`src/rtl/pgw_pkg.sv`:
```
package pgw_pkg;

  typedef enum logic [2:0] {
    ST_IDLE  = 3'd0,
    ST_SETUP = 3'd1,
    ST_PULSE = 3'd2,
    ST_HOLD  = 3'd3,
    ST_GAP   = 3'd4,
    ST_TRIG  = 3'd5,
    ST_PROG  = 3'd6
  } pgw_state_e;

  // Width needed to hold the values 0..n.
  function automatic int bits_for(input int n);
    int w = 1;
    for (int i = 1; i < 31; i++) begin
      if ((1 << w) <= n) w = i + 1;
    end
    return w;
  endfunction

  // Most cycles the sequencer may wait for a client beat between two
  // loads, so that hold + wait + setup stays inside the byte-load limit.
  function automatic int gap_budget(input int blc_max, input int setup_c, input int hold_c);
    return blc_max - setup_c - hold_c;
  endfunction

  // Cycles write-enable stays high in the trigger phase: past the limit.
  function automatic int trig_len(input int blc_max);
    return blc_max + 1;
  endfunction

  function automatic int max_of(input int a, input int b);
    return (a > b) ? a : b;
  endfunction

endpackage

```
`src/rtl/pgw_timer.sv`:
```
module pgw_timer #(
  parameter int W = 4
) (
  input  logic         clk,
  input  logic         rst_n,
  input  logic         load,
  input  logic [W-1:0] load_val,
  output logic         expired
);

  logic [W-1:0] cnt_q;

  always_ff @(posedge clk or negedge rst_n) begin
    if (!rst_n)              cnt_q <= '0;
    else if (load)           cnt_q <= load_val;
    else if (cnt_q != '0)    cnt_q <= cnt_q - 1'b1;
  end

  assign expired = (cnt_q == '0);

endmodule

```
`src/rtl/pgw_beat_track.sv`:
```
module pgw_beat_track
  import pgw_pkg::*;
#(
  parameter int PAGE_W = 9,
  parameter int OFS_W  = 6,
  parameter int DATA_W = 8,
  localparam int PAGE_BYTES = 1 << OFS_W,
  localparam int CW = bits_for(PAGE_BYTES)
) (
  input  logic                    clk,
  input  logic                    rst_n,
  input  logic                    take,
  input  logic                    fresh,
  input  logic [PAGE_W-1:0]       s_page,
  input  logic [OFS_W-1:0]        s_ofs,
  input  logic [DATA_W-1:0]       s_data,
  input  logic                    s_last,
  output logic [PAGE_W+OFS_W-1:0] addr,
  output logic [DATA_W-1:0]       data,
  output logic                    page_end,
  output logic [CW-1:0]           byte_cnt,
  output logic                    first_beat
);

  localparam logic [CW-1:0] FULL = CW'(PAGE_BYTES);

  logic [PAGE_W-1:0] page_q;
  logic [OFS_W-1:0]  ofs_q;
  logic [DATA_W-1:0] data_q;
  logic              last_q;
  logic [CW-1:0]     cnt_q;

  always_ff @(posedge clk or negedge rst_n) begin
    if (!rst_n) begin
      page_q <= '0;
      ofs_q  <= '0;
      data_q <= '0;
      last_q <= 1'b0;
      cnt_q  <= '0;
    end else if (take) begin
      ofs_q  <= s_ofs;
      data_q <= s_data;
      last_q <= s_last;
      if (fresh) begin
        page_q <= s_page;
        cnt_q  <= CW'(1);
      end else begin
        cnt_q  <= cnt_q + 1'b1;
      end
    end
  end

  assign addr       = {page_q, ofs_q};
  assign data       = data_q;
  assign byte_cnt   = cnt_q;
  assign first_beat = (cnt_q == CW'(1));
  assign page_end   = last_q || (cnt_q == FULL);


  page_hold_chk: assert property (@(posedge clk) disable iff (!rst_n)
    take && !fresh |=> page_q == $past(page_q));


  byte_cap_chk: assert property (@(posedge clk) disable iff (!rst_n)
    cnt_q <= FULL);

endmodule

```
`src/rtl/pgw_fsm.sv`:
```
module pgw_fsm
  import pgw_pkg::*;
#(
  parameter int SETUP_CLK   = 2,
  parameter int PULSE_CLK   = 3,
  parameter int HOLD_CLK    = 1,
  parameter int BLC_MAX_CLK = 12,
  parameter int PROG_CLK    = 40
) (
  input  logic clk,
  input  logic rst_n,
  input  logic s_valid,
  input  logic page_end,
  output logic s_ready,
  output logic take,
  output logic fresh,
  output logic ce_n,
  output logic we_n,
  output logic busy,
  output logic prog_start
);

  localparam int GAP_MAX  = gap_budget(BLC_MAX_CLK, SETUP_CLK, HOLD_CLK);
  localparam int TRIG_CLK = trig_len(BLC_MAX_CLK);
  localparam int LONGEST  = max_of(max_of(max_of(SETUP_CLK, PULSE_CLK),
                                          max_of(HOLD_CLK, GAP_MAX)),
                                   max_of(TRIG_CLK, PROG_CLK));
  localparam int TW = bits_for(LONGEST);

  if (GAP_MAX < 1 || SETUP_CLK < 1 || PULSE_CLK < 1 || HOLD_CLK < 1 || PROG_CLK < 1) begin : g_bad_timing
    $error("pgw_fsm: timing parameters leave no room for a byte-load gap");
  end

  pgw_state_e    state_q, state_d;
  logic          t_load, t_done;
  logic [TW-1:0] t_val;
  logic          ce_n_q, we_n_q, busy_q;

  pgw_timer #(.W(TW)) phase_tmr (
    .clk     (clk),
    .rst_n   (rst_n),
    .load    (t_load),
    .load_val(t_val),
    .expired (t_done)
  );

  always_comb begin
    state_d = state_q;
    t_load  = 1'b0;
    t_val   = '0;
    unique case (state_q)
      ST_IDLE: if (s_valid) begin
        state_d = ST_SETUP; t_load = 1'b1; t_val = TW'(SETUP_CLK - 1);
      end
      ST_SETUP: if (t_done) begin
        state_d = ST_PULSE; t_load = 1'b1; t_val = TW'(PULSE_CLK - 1);
      end
      ST_PULSE: if (t_done) begin
        state_d = ST_HOLD; t_load = 1'b1; t_val = TW'(HOLD_CLK - 1);
      end
      ST_HOLD: if (t_done) begin
        t_load = 1'b1;
        if (page_end) begin
          state_d = ST_TRIG; t_val = TW'(TRIG_CLK - 1);
        end else begin
          state_d = ST_GAP;  t_val = TW'(GAP_MAX - 1);
        end
      end
      ST_GAP: begin
        if (s_valid) begin
          state_d = ST_SETUP; t_load = 1'b1; t_val = TW'(SETUP_CLK - 1);
        end else if (t_done) begin
          state_d = ST_TRIG;  t_load = 1'b1; t_val = TW'(TRIG_CLK - 1);
        end
      end
      ST_TRIG: if (t_done) begin
        state_d = ST_PROG; t_load = 1'b1; t_val = TW'(PROG_CLK - 1);
      end
      ST_PROG: if (t_done) state_d = ST_IDLE;
      default: state_d = ST_IDLE;
    endcase
  end

  always_ff @(posedge clk or negedge rst_n) begin
    if (!rst_n) begin
      state_q <= ST_IDLE;
      ce_n_q  <= 1'b1;
      we_n_q  <= 1'b1;
      busy_q  <= 1'b0;
    end else begin
      state_q <= state_d;
      ce_n_q  <= !(state_d inside {ST_SETUP, ST_PULSE, ST_HOLD});
      we_n_q  <= (state_d != ST_PULSE);
      busy_q  <= (state_d inside {ST_TRIG, ST_PROG});
    end
  end

  assign s_ready    = (state_q == ST_IDLE) || (state_q == ST_GAP);
  assign take       = s_ready && s_valid;
  assign fresh      = (state_q == ST_IDLE);
  assign prog_start = (state_q == ST_TRIG) && t_done;
  assign ce_n       = ce_n_q;
  assign we_n       = we_n_q;
  assign busy       = busy_q;


  ready_busy_chk: assert property (@(posedge clk) disable iff (!rst_n)
    busy_q |-> !s_ready);


  strobe_order_chk: assert property (@(posedge clk) disable iff (!rst_n)
    !we_n_q |-> !ce_n_q);

endmodule

```
`src/rtl/pgw_seq.sv`:
```
module pgw_seq
  import pgw_pkg::*;
#(
  parameter int PAGE_W      = 9,
  parameter int OFS_W       = 6,
  parameter int DATA_W      = 8,
  parameter int SETUP_CLK   = 2,
  parameter int PULSE_CLK   = 3,
  parameter int HOLD_CLK    = 1,
  parameter int BLC_MAX_CLK = 12,
  parameter int PROG_CLK    = 40
) (
  input  logic                    clk,
  input  logic                    rst_n,
  input  logic                    s_valid,
  output logic                    s_ready,
  input  logic [PAGE_W-1:0]       s_page,
  input  logic [OFS_W-1:0]        s_ofs,
  input  logic [DATA_W-1:0]       s_data,
  input  logic                    s_last,
  output logic [PAGE_W+OFS_W-1:0] mem_addr,
  output logic [DATA_W-1:0]       mem_data,
  output logic                    mem_ce_n,
  output logic                    mem_we_n,
  output logic                    busy
);

  localparam int CW = bits_for(1 << OFS_W);
  localparam int HW = bits_for(2 * BLC_MAX_CLK + PULSE_CLK + 2);
  localparam int LW = bits_for(PULSE_CLK + 1);
  localparam logic [HW-1:0] BLC_LIM = HW'(BLC_MAX_CLK);
  localparam logic [LW-1:0] PW_EXP  = LW'(PULSE_CLK);

  // Events between the control and datapath halves, named for the checks.
  logic          take, fresh, page_end, prog_start, first_beat;
  logic [CW-1:0] byte_cnt;

  pgw_fsm #(
    .SETUP_CLK  (SETUP_CLK),
    .PULSE_CLK  (PULSE_CLK),
    .HOLD_CLK   (HOLD_CLK),
    .BLC_MAX_CLK(BLC_MAX_CLK),
    .PROG_CLK   (PROG_CLK)
  ) ctrl_i (
    .clk       (clk),
    .rst_n     (rst_n),
    .s_valid   (s_valid),
    .page_end  (page_end),
    .s_ready   (s_ready),
    .take      (take),
    .fresh     (fresh),
    .ce_n      (mem_ce_n),
    .we_n      (mem_we_n),
    .busy      (busy),
    .prog_start(prog_start)
  );

  pgw_beat_track #(
    .PAGE_W(PAGE_W),
    .OFS_W (OFS_W),
    .DATA_W(DATA_W)
  ) beat_i (
    .clk       (clk),
    .rst_n     (rst_n),
    .take      (take),
    .fresh     (fresh),
    .s_page    (s_page),
    .s_ofs     (s_ofs),
    .s_data    (s_data),
    .s_last    (s_last),
    .addr      (mem_addr),
    .data      (mem_data),
    .page_end  (page_end),
    .byte_cnt  (byte_cnt),
    .first_beat(first_beat)
  );

  // Run-length counters of the write-enable level, saturating; they feed
  // only the timing properties below.
  logic [HW-1:0] hi_cnt;
  logic [LW-1:0] lo_cnt;

  always_ff @(posedge clk or negedge rst_n) begin
    if (!rst_n) begin
      hi_cnt <= '1;
      lo_cnt <= '0;
    end else if (mem_we_n) begin
      lo_cnt <= '0;
      if (hi_cnt != '1) hi_cnt <= hi_cnt + 1'b1;
    end else begin
      hi_cnt <= '0;
      if (lo_cnt != '1) lo_cnt <= lo_cnt + 1'b1;
    end
  end


  pulse_width_chk: assert property (@(posedge clk) disable iff (!rst_n)
    $rose(mem_we_n) |-> lo_cnt == PW_EXP);


  gap_limit_chk: assert property (@(posedge clk) disable iff (!rst_n)
    $fell(mem_we_n) && !first_beat |-> hi_cnt <= BLC_LIM);


  trigger_gap_chk: assert property (@(posedge clk) disable iff (!rst_n)
    prog_start |-> hi_cnt > BLC_LIM);


  addr_stable_chk: assert property (@(posedge clk) disable iff (!rst_n)
    !mem_ce_n && $past(!mem_ce_n) |-> $stable(mem_addr) && $stable(mem_data));


  idle_strobes_chk: assert property (@(posedge clk) disable iff (!rst_n)
    busy |-> mem_we_n && mem_ce_n);


  count_start_chk: assert property (@(posedge clk) disable iff (!rst_n)
    take && fresh |=> byte_cnt == CW'(1));

endmodule

```
`config.mk`:
```
export PLATFORM = sky130hd
export DESIGN_NAME = pgw_seq
export DESIGN_NICKNAME = d
export VERILOG_FILES = /design/src/rtl/pgw_pkg.sv /design/src/rtl/pgw_timer.sv /design/src/rtl/pgw_beat_track.sv /design/src/rtl/pgw_fsm.sv /design/src/rtl/pgw_seq.sv
export SDC_FILE = /design/constraint.sdc
export NUM_CORES = 1
export LEC_CHECK = 0
export BUFFER_PORTS_ARGS = -buffer_cell sky130_fd_sc_hd__buf_2
export CAP_MARGIN = 40
export CORE_MARGIN = 8
export CORE_UTILIZATION = 30
export CTS_CLUSTER_DIAMETER = 40
export DETAILED_ROUTE_END_ITERATION = 12
export GPL_ROUTABILITY_DRIVEN = 1
export PLACE_DENSITY = 0.62
export SYNTH_ARGS = -nofsm -noshare
export SYNTH_HDL_FRONTEND = slang
export SYNTH_SLANG_ARGS = --single-unit
```
`constraint.sdc`:
```
create_clock -name clk -period 2.3 [get_ports clk]
set_clock_uncertainty 0.05 [all_clocks]
set_input_delay 0.345 -clock clk [delete_from_list [all_inputs] [get_ports clk]]
set_output_delay 0.345 -clock clk [all_outputs]
set_load 0.02 [all_outputs]
```
-- Word-level counts from Yosys, hierarchy flattened
Cells that the tools add are included.
- equal/unequal tests: 13
- add/subtract/negate cells: 2
- multiplexer cells: 25
- reductions and logical operators: 12
- operator list (kind ; number):
    $mux 6 ; 5
    $pmux 6 s5 ; 1
    $mux 3 ; 9
    $pmux 3 s7 ; 1
    $eq 3x3->1 const B ; 5
    $eq 3x2->1 const B ; 4
    $add 7x1->7 const B ; 1
    $eq 7x7->1 const B ; 1
    $mux 7 ; 1
    $eq 3x1->1 const B ; 2
    $logic_not 6->1 ; 1
    $reduce_bool 6->1 ; 1
    $sub 6x1->6 const B ; 1
    $mux 1 ; 5
    $mux 4 ; 1
    $reduce_bool 2->1 ; 2
    $reduce_or 4->1 ; 1
    $logic_not 3->1 ; 1
    $ne 3x2->1 const B ; 1
    $pmux 1 s3 ; 1
    $reduce_bool 3->1 ; 1
    $logic_or 1x1->1 ; 2
    $mux 2 ; 1
    $reduce_and 2->1 ; 1
    2 further kinds ; 2
- flip-flop bits (word level): 43

-- Longest topological paths before layout
Gate-level depths: netlist of the first run.
- depth after elaboration: 8
- depth in mapped cells: 7
- depth with buffers taken out: 6

-- Modules after synthesis
Synthesis of the first run repeated with hierarchy kept, for this count alone.
- cell total of the unflattened synthesis: 190
- area total of the unflattened synthesis: 2169.6 sq um
- by module, submodules not included (module ; instances ; area each (sq um) ; cells an instance ; sequential area each (sq um)):
    pgw_beat_track ; 1 ; 1315.0 ; 94 ; 775.7
    pgw_fsm ; 1 ; 454.2 ; 56 ; 152.6
    pgw_timer ; 1 ; 400.4 ; 40 ; 150.1

-- Worst setup path after synthesis of the first run
OpenSTA, ideal clock, no wires.
- path type: register to register
- start point: register ctrl_i.phase_tmr.cnt_q[0]
- end point: register ctrl_i.phase_tmr.cnt_q[1]
- data arrival time: 1.519 ns
- required time: 2.168 ns
- buffers on the path: 1
- library setup time: 0.082 ns
- setup slack: 0.649 ns
- period minus slack after synthesis: 1.651 ns
- cell stages (with the launch flop): 8
- cell sequence: dfrtp_1 -> inv_1 -> ha_1 -> nor3b_4 -> and2_1 -> buf_4 -> a41oi_1 -> o22ai_1
- cells in the longest elaborated chain, start to end: 5
- RTL lines (what ; line ; text):
    start, declared ; pgw_timer.sv:11 ; logic [W-1:0] cnt_q;
    start signal, assigned ; pgw_timer.sv:15 ; else if (load) cnt_q <= load_val;
    start signal, assigned ; pgw_timer.sv:16 ; else if (cnt_q != '0) cnt_q <= cnt_q - 1'b1;
    parallel branches: the longest is 5 deep, another holds $sub 6x1->6 ; n/a ;
Parallel ways; which one is timed is not known. The select of a mux whose other input is x is not followed.
A chain may end at the register's enable or synchronous reset.

-- Worst setup path after layout of the first run
Same ends and word-level chain as after synthesis.

==> impl_metrics.tcl, run 1 <==
set metrics [dict create \
    internal-power_mw 1.93 \
    post_drt_wl_per_cell_um 13.5 \
    synth-warning-count 0 \
    firstDrtPassIters 4 \
    irDropWorstVdd_v 0.000437 \
    insertion_delay_ns 0.29 \
    synth_top_area_frac 0.491 \
    worstSetupStartpointType "flip-flop" \
    die_w_um 99.4 \
    rows 30 \
    fin_hold_ws_ns 0.0170 \
    finalSetupTns_ns 0 \
    syn_inst 213 \
    dpl.hpwl_mm 3.54 \
    drt-vias-per-instance 4.89 \
    r2r_slack_ns 0.33 \
    synth_area_per_cell_um2 9.80 \
    antenna_found_initial 0 \
    cp-end-kind "flip-flop" \
    period_share 0.857 \
    gp_congestion 0.837 \
    leakage_nw 1.23 \
    start_util 0.309 \
    netlist_top_cells_count "nand2_1, dfrtp_1, nor2_1" \
    dpl.cell_count 344 \
    worst_r2r_endpoint "ctrl_i.phase_tmr.cnt_q[1]$_DFFE_PN0P_" \
    worstPathArrival_ns 2.13 \
    synth_edf_count 0 \
    hold_violations 0 \
    max_slew_margin 0.572 \
    antenna_cells 0 \
    power_frac_comb 0.470 \
    fin_cells 352 \
    cp.depth 6 \
    grt_max_degree 30 \
    p_clk_frac 0.139 \
    switching_power_mw 1.45 \
    cts_buffers 5 \
    path_max_fanout 9 \
    grt_use_total 0.101 \
    period_minus_slack_ns 1.97 \
    holdBufCountCts 0 \
    critPathCapture "ctrl_i.phase_tmr.cnt_q[1]$_DFFE_PN0P_" \
    tightestPinTransition_ns 0.642 \
    min_path_type "in -> async" \
    cts_root_buf "clkbuf_8" \
    p_seq_frac 0.390 \
    critPathRequiredTime_ns 2.46 \
    drc 0 \
    cp_top_family "simple AND/OR/NAND/NOR gates" \
    rsz0062_at_grt "false" \
    synth-async-reset-ratio 1.00 \
    p_per_area_nw_per_um2 1340 \
    path_cells "inv_1 -> ha_1 -> nor3b_4 -> and2_1 -> a41oi_1 -> o22ai_1" \
    fin_nets 301 \
    finalMaxSlewViolations 0 \
    clkSinkCount 43 \
    io_buffers 53 \
    clk_path_buf_depth 2 \
    r2r_cells 6 \
    critPathKind "reg -> reg" \
    cts_max_level 2 \
    ys_seq_elements 43 \
    grt_pass1_vias 1786 \
    dieArea_um2 9890 \
    coreArea_um2 6760 \
    p_sw_frac 0.428 \
    fmax_mhz 507 \
    drive_above_1_share 0.313 \
    yosys.area.top_type "dfrtp_1" \
    report.final.setup_viol 0 \
    max-cap-violations 0 \
    vias 1723 \
    ant_nets 0 \
    syn_nets 243 \
    yosysMostFrequentCell "nand2_1" \
    ys.flop_type "dfrtp_1" \
    path_clk_slew_ns 0.08 \
    yosysSeqAreaShare 0.516 \
    synthesis.area_um2 2090 \
    grt_first_pass_wirelength_mm 8.27 \
    max_stage_delay_ns 0.43 \
    wirelength_mm 4.76 \
    slowest_stage "dfrtp_1" \
    cts_tree "built" \
    synthTopCellsByArea "dfrtp_1, nand2_1, mux2_2, mux2i_1, a21oi_1" \
    syn_to_final_growth_pct 21.2 \
    status "completed" \
    cts_setup_buffers 0 \
    pin_count 54 \
    r2r-start "ctrl_i.phase_tmr.cnt_q[0]$_DFFE_PN0P_" \
    die_h_um 99.4 \
    post_cts_resized 0 \
    grt_overflow 0 \
    ys_types 44 \
    drt_iter0_drc 73 \
    setup.worst_path.start "ctrl_i.phase_tmr.cnt_q[0]$_DFFE_PN0P_" \
    worst-path-buf-inv 1 \
]
-- area by class of cell --
type	instances	area (um2)
fillers	691	4230
flip-flops and latches	43	1080
multi-input cells	154	918
repair buffers	61	325
well taps	80	100
clock buffers	6	72.6
inverters	6	22.5
clock inverters	2	12.5
-- placed cells by master (no fill, tap or decap), types with 2 or more instances in the layout --
| cell type | netlist | final |
|---|---|---|
| a21oi_1 | 11 | 11 |
| a22o_1 | 2 | 2 |
| and2_1 | 2 | 2 |
| buf_2 | 2 | 53 |
| buf_4 | 1 | 8 |
| clkbuf_8 | 0 | 5 |
| dfrtp_1 | 41 | 41 |
| dfstp_2 | 2 | 2 |
| ha_1 | 3 | 3 |
| inv_1 | 6 | 6 |
| mux2_2 | 9 | 9 |
| mux2i_1 | 6 | 6 |
| nand2_1 | 59 | 59 |
| nand3_1 | 8 | 8 |
| nor2_1 | 12 | 12 |
| nor2b_1 | 2 | 2 |
| nor3_1 | 3 | 3 |
| o21ai_0 | 4 | 4 |
| o21ai_1 | 3 | 3 |
| o22ai_1 | 5 | 5 |
| xor2_1 | 2 | 2 |
-- per-stage QoR --
stage | util | power [mW] | area (um2) | setup WS (ns)
floorplan | - | 2.46 | 2090 | 0.649
global placement | 0.362 | 2.92 | 2440 | 0.448
detailed placement | 0.362 | 2.95 | 2440 | 0.358
CTS | 0.374 | 3.43 | 2530 | 0.337
global route | 0.374 | 3.66 | 2530 | 0.116
finish | 0.374 | 3.38 | 2530 | 0.328
-- kinds of logic (layout without fill, tap and decap cells) --
logic type | Yosys count | in the layout | synth area share
and+or+nand+nor | 99 | 99 | 0.228
DFF | 43 | 43 | 0.516
AOI/OAI and AO/OA | 35 | 35 | 0.105
buffers and inverters | 16 | 75 | 0.0461
muxes | 15 | 15 | 0.0773
adders and majority gates | 3 | 3 | 0.0180
xor gates and xnor gates | 2 | 2 | 0.00839
-- how the worst min path moves through the flow --
stage,startpoint,to,slack [ns],cells past startpoint
2_1_floorplan,rst_n,beat_i.byte_cnt[0]$_DFFE_PN0P_,-0.0006,0
3_5_place_dp,rst_n,beat_i.ofs_q[4]$_DFFE_PN0P_,0.37,1
6_report,rst_n,beat_i.ofs_q[4]$_DFFE_PN0P_,0.02,1
4_1_cts,rst_n,beat_i.ofs_q[4]$_DFFE_PN0P_,0.04,1
5_1_grt,rst_n,beat_i.ofs_q[4]$_DFFE_PN0P_,0.06,1
3_3_place_gp,rst_n,beat_i.ofs_q[0]$_DFFE_PN0P_,0.36,1
-- flip-flops by register name, indices dropped and copies added, names as in the netlist --
signal	count
ctrl_i.ce_n	1
beat_i.ofs_q	6
beat_i.data	8
ctrl_i.busy	1
ctrl_i.phase_tmr.cnt_q	6
beat_i.page_q	9
ctrl_i.state_q	3
beat_i.byte_cnt	7
ctrl_i.we_n	1
beat_i.last_q	1
-- power groups by stage --
stage / Clock [mW] / Combinational (mW) / Sequential (mW)
after floorplan: 0 / 0.870 / 1.59
after global placement: 0 / 1.59 / 1.33
after detailed placement: 0 / 1.62 / 1.33
after CTS: 0.494 / 1.62 / 1.32
after global routing: 0.517 / 1.77 / 1.37
final: 0.470 / 1.59 / 1.32
-- per-layer routing --
| metal | up-vias | share of wire | global-route usage |
|---|---|---|---|
| met5 | - | 0 | 0 |
| met4 | 0 | 0.013 | 0.0291 |
| met3 | 7 | 0.061 | 0.0307 |
| met2 | 52 | 0.48 | 0.167 |
| met1 | 820 | 0.44 | 0.124 |
| li1 | 844 | - | - |
No activity file was read; power rests on OpenSTA's default activity.
==> inputs of run 2 (changes only) <==
==> constraint.sdc (replaced) <==
create_clock -name clk -period 2 [get_ports clk]
set_clock_uncertainty 0.05 [all_clocks]
set_input_delay 0.4 -clock clk [delete_from_list [all_inputs] [get_ports clk]]
set_output_delay 0.4 -clock clk [all_outputs]
set_load 0.02 [all_outputs]
==> run 2 against run 1 <==
  * Design area is 0.64% higher
  * Core utilization is 0.24 points higher
  * Hold slack better by 0.10 ns
  * Sequential cell count stayed put
  * Count of clock-buffer cells in the layout is 1 lower
  * Combinational power is 16% higher
  * Power is 16% higher
  * Wire length is 1.8% higher
  * Clock power is 18% higher
==> impl_metrics.tcl, run 2 (synthesis gave the netlist of run 1 again) <==
set metrics [dict create \
    status "completed" \
    cts_buffers 5 \
    slowest_stage "dfrtp_1" \
    leakage_nw 1.23 \
    r2r_cells 7 \
    drive_above_1_share 0.316 \
    final_common_cell "nand2_1" \
    cts_tree "built" \
    r2r-start "ctrl_i.phase_tmr.cnt_q[0]$_DFFE_PN0P_" \
    fmax_mhz 546 \
    final_cell_mix "nand2_1, buf_2, dfrtp_1, nor2_1, a21oi_1" \
    cts_max_level 2 \
    syn_to_final_growth_pct 21.9 \
    clk_path_buf_depth 2 \
    finalMaxSlewViolations 0 \
    wirelength_mm 4.84 \
    critPathKind "reg -> reg" \
    die_h_um 99.4 \
    rows 30 \
    path_cells "inv_1 -> ha_1 -> nor3b_4 -> buf_4 -> a21oi_1 -> a21oi_1 -> o22ai_1" \
    cp-end-kind "flip-flop" \
    period_minus_slack_ns 1.83 \
    min_path_type "in -> async" \
    irDropWorstVdd_v 0.000605 \
    max-cap-violations 0 \
    grt_overflow 0 \
    worst-path-buf-inv 2 \
    clkSinkCount 43 \
    largest_register "beat_i.page_q" \
    antenna_cells 0 \
    drt-vias-per-instance 4.80 \
    p_per_area_nw_per_um2 1550 \
    fin_nets 301 \
    setup.worst_path.start "ctrl_i.phase_tmr.cnt_q[0]$_DFFE_PN0P_" \
    drc 0 \
    cts_setup_buffers 0 \
    tightestPinTransition_ns 0.546 \
    path_max_fanout 6 \
    coreArea_um2 6760 \
    largest_reg_flops 9 \
    period_share 0.916 \
    post_cts_resized 0 \
    gp_congestion 0.869 \
    ant_nets 0 \
    cts_root_buf "clkbuf_8" \
    finalSetupTns_ns 0 \
    finish.utilization 0.377 \
    firstDrtPassIters 4 \
    max_slew_margin 0.636 \
    grt_use_total 0.104 \
    path_common_cell "a21oi_1" \
    critPathRequiredTime_ns 2.16 \
    antenna_found_initial 0 \
    vias 1691 \
    dieArea_um2 9890 \
    pin_count 54 \
    drt_iter0_drc 89 \
    r2r_slack_ns 0.17 \
    io_buffers 53 \
    start_util 0.309 \
    worstSetupStartpointType "flip-flop" \
    rsz0062_at_grt "false" \
    cp_top_family "compound AO/OA/AOI/OAI gates" \
    worstPathArrival_ns 1.99 \
    grt_first_pass_wirelength_mm 8.48 \
    grt_pass1_vias 1754 \
    worst_r2r_endpoint "ctrl_i.state_q[2]$_DFF_PN0_" \
    max_stage_delay_ns 0.42 \
    hold_violations 0 \
    post_drt_wl_per_cell_um 13.8 \
    path_clk_slew_ns 0.09 \
    report.final.setup_viol 0 \
    die_w_um 99.4 \
    grt_max_degree 44 \
    dpl.hpwl_mm 3.46 \
    insertion_delay_ns 0.29 \
    holdBufCountCts 0 \
]
-- run 2: changes by cell type in the layout (fill, tap and decap cells not counted) --
cell and change:
buf_12 +1, clkbuf_1 -1, buf_4 -1, clkinvlp_4 +1
-- run 2: worst max path at each step --
stage	to	slack (ns)	cells past startpoint
3_3_place_gp	beat_i.byte_cnt[3]$_DFFE_PN0P_	0.28	6
4_1_cts	s_ready	0.19	3
3_5_place_dp	beat_i.byte_cnt[3]$_DFFE_PN0P_	0.21	6
6_report	ctrl_i.state_q[2]$_DFF_PN0_	0.17	7
5_1_grt	ctrl_i.state_q[1]$_DFF_PN0_	0.03	7
2_1_floorplan	ctrl_i.phase_tmr.cnt_q[1]$_DFFE_PN0P_	0.35	7
-- run 2: final cells by class --
type	count	area, um2
well taps	80	100
repair buffers	61	338
clock inverters	3	20.0
multi-input cells	154	918
flip-flops and latches	43	1080
fillers	690	4210
inverters	6	22.5
clock buffers	5	68.8
-- run 2: per-layer routing --
layer	track usage	share of wire
met1	0.136	0.47
met2	0.159	0.47
met3	0.0300	0.048
met4	0.0361	0.011
met5	0	0
-- run 2: power breakdown --
group | switching, mW | total (mW) | internal [mW]
registers | 0.266 | 1.53 | 1.26
logic | 1.12 | 1.85 | 0.736
clock network | 0.311 | 0.554 | 0.243
total | 1.69 | 3.93 | 2.24
-- run 2: through the flow --
stage / std cells / hold WS [ns] / cell area (um2) / setup WS [ns] / power, mW
detailed placement: 344 / 0.411 / 2460 / 0.205 / 3.41
CTS: 352 / 0.141 / 2550 / 0.191 / 3.98
floorplan: 213 / 0.0544 / 2090 / 0.349 / 2.83
global placement: 344 / 0.407 / 2460 / 0.276 / 3.39
global route: 352 / 0.168 / 2550 / 0.0334 / 4.25
finish: 352 / 0.117 / 2550 / 0.169 / 3.93
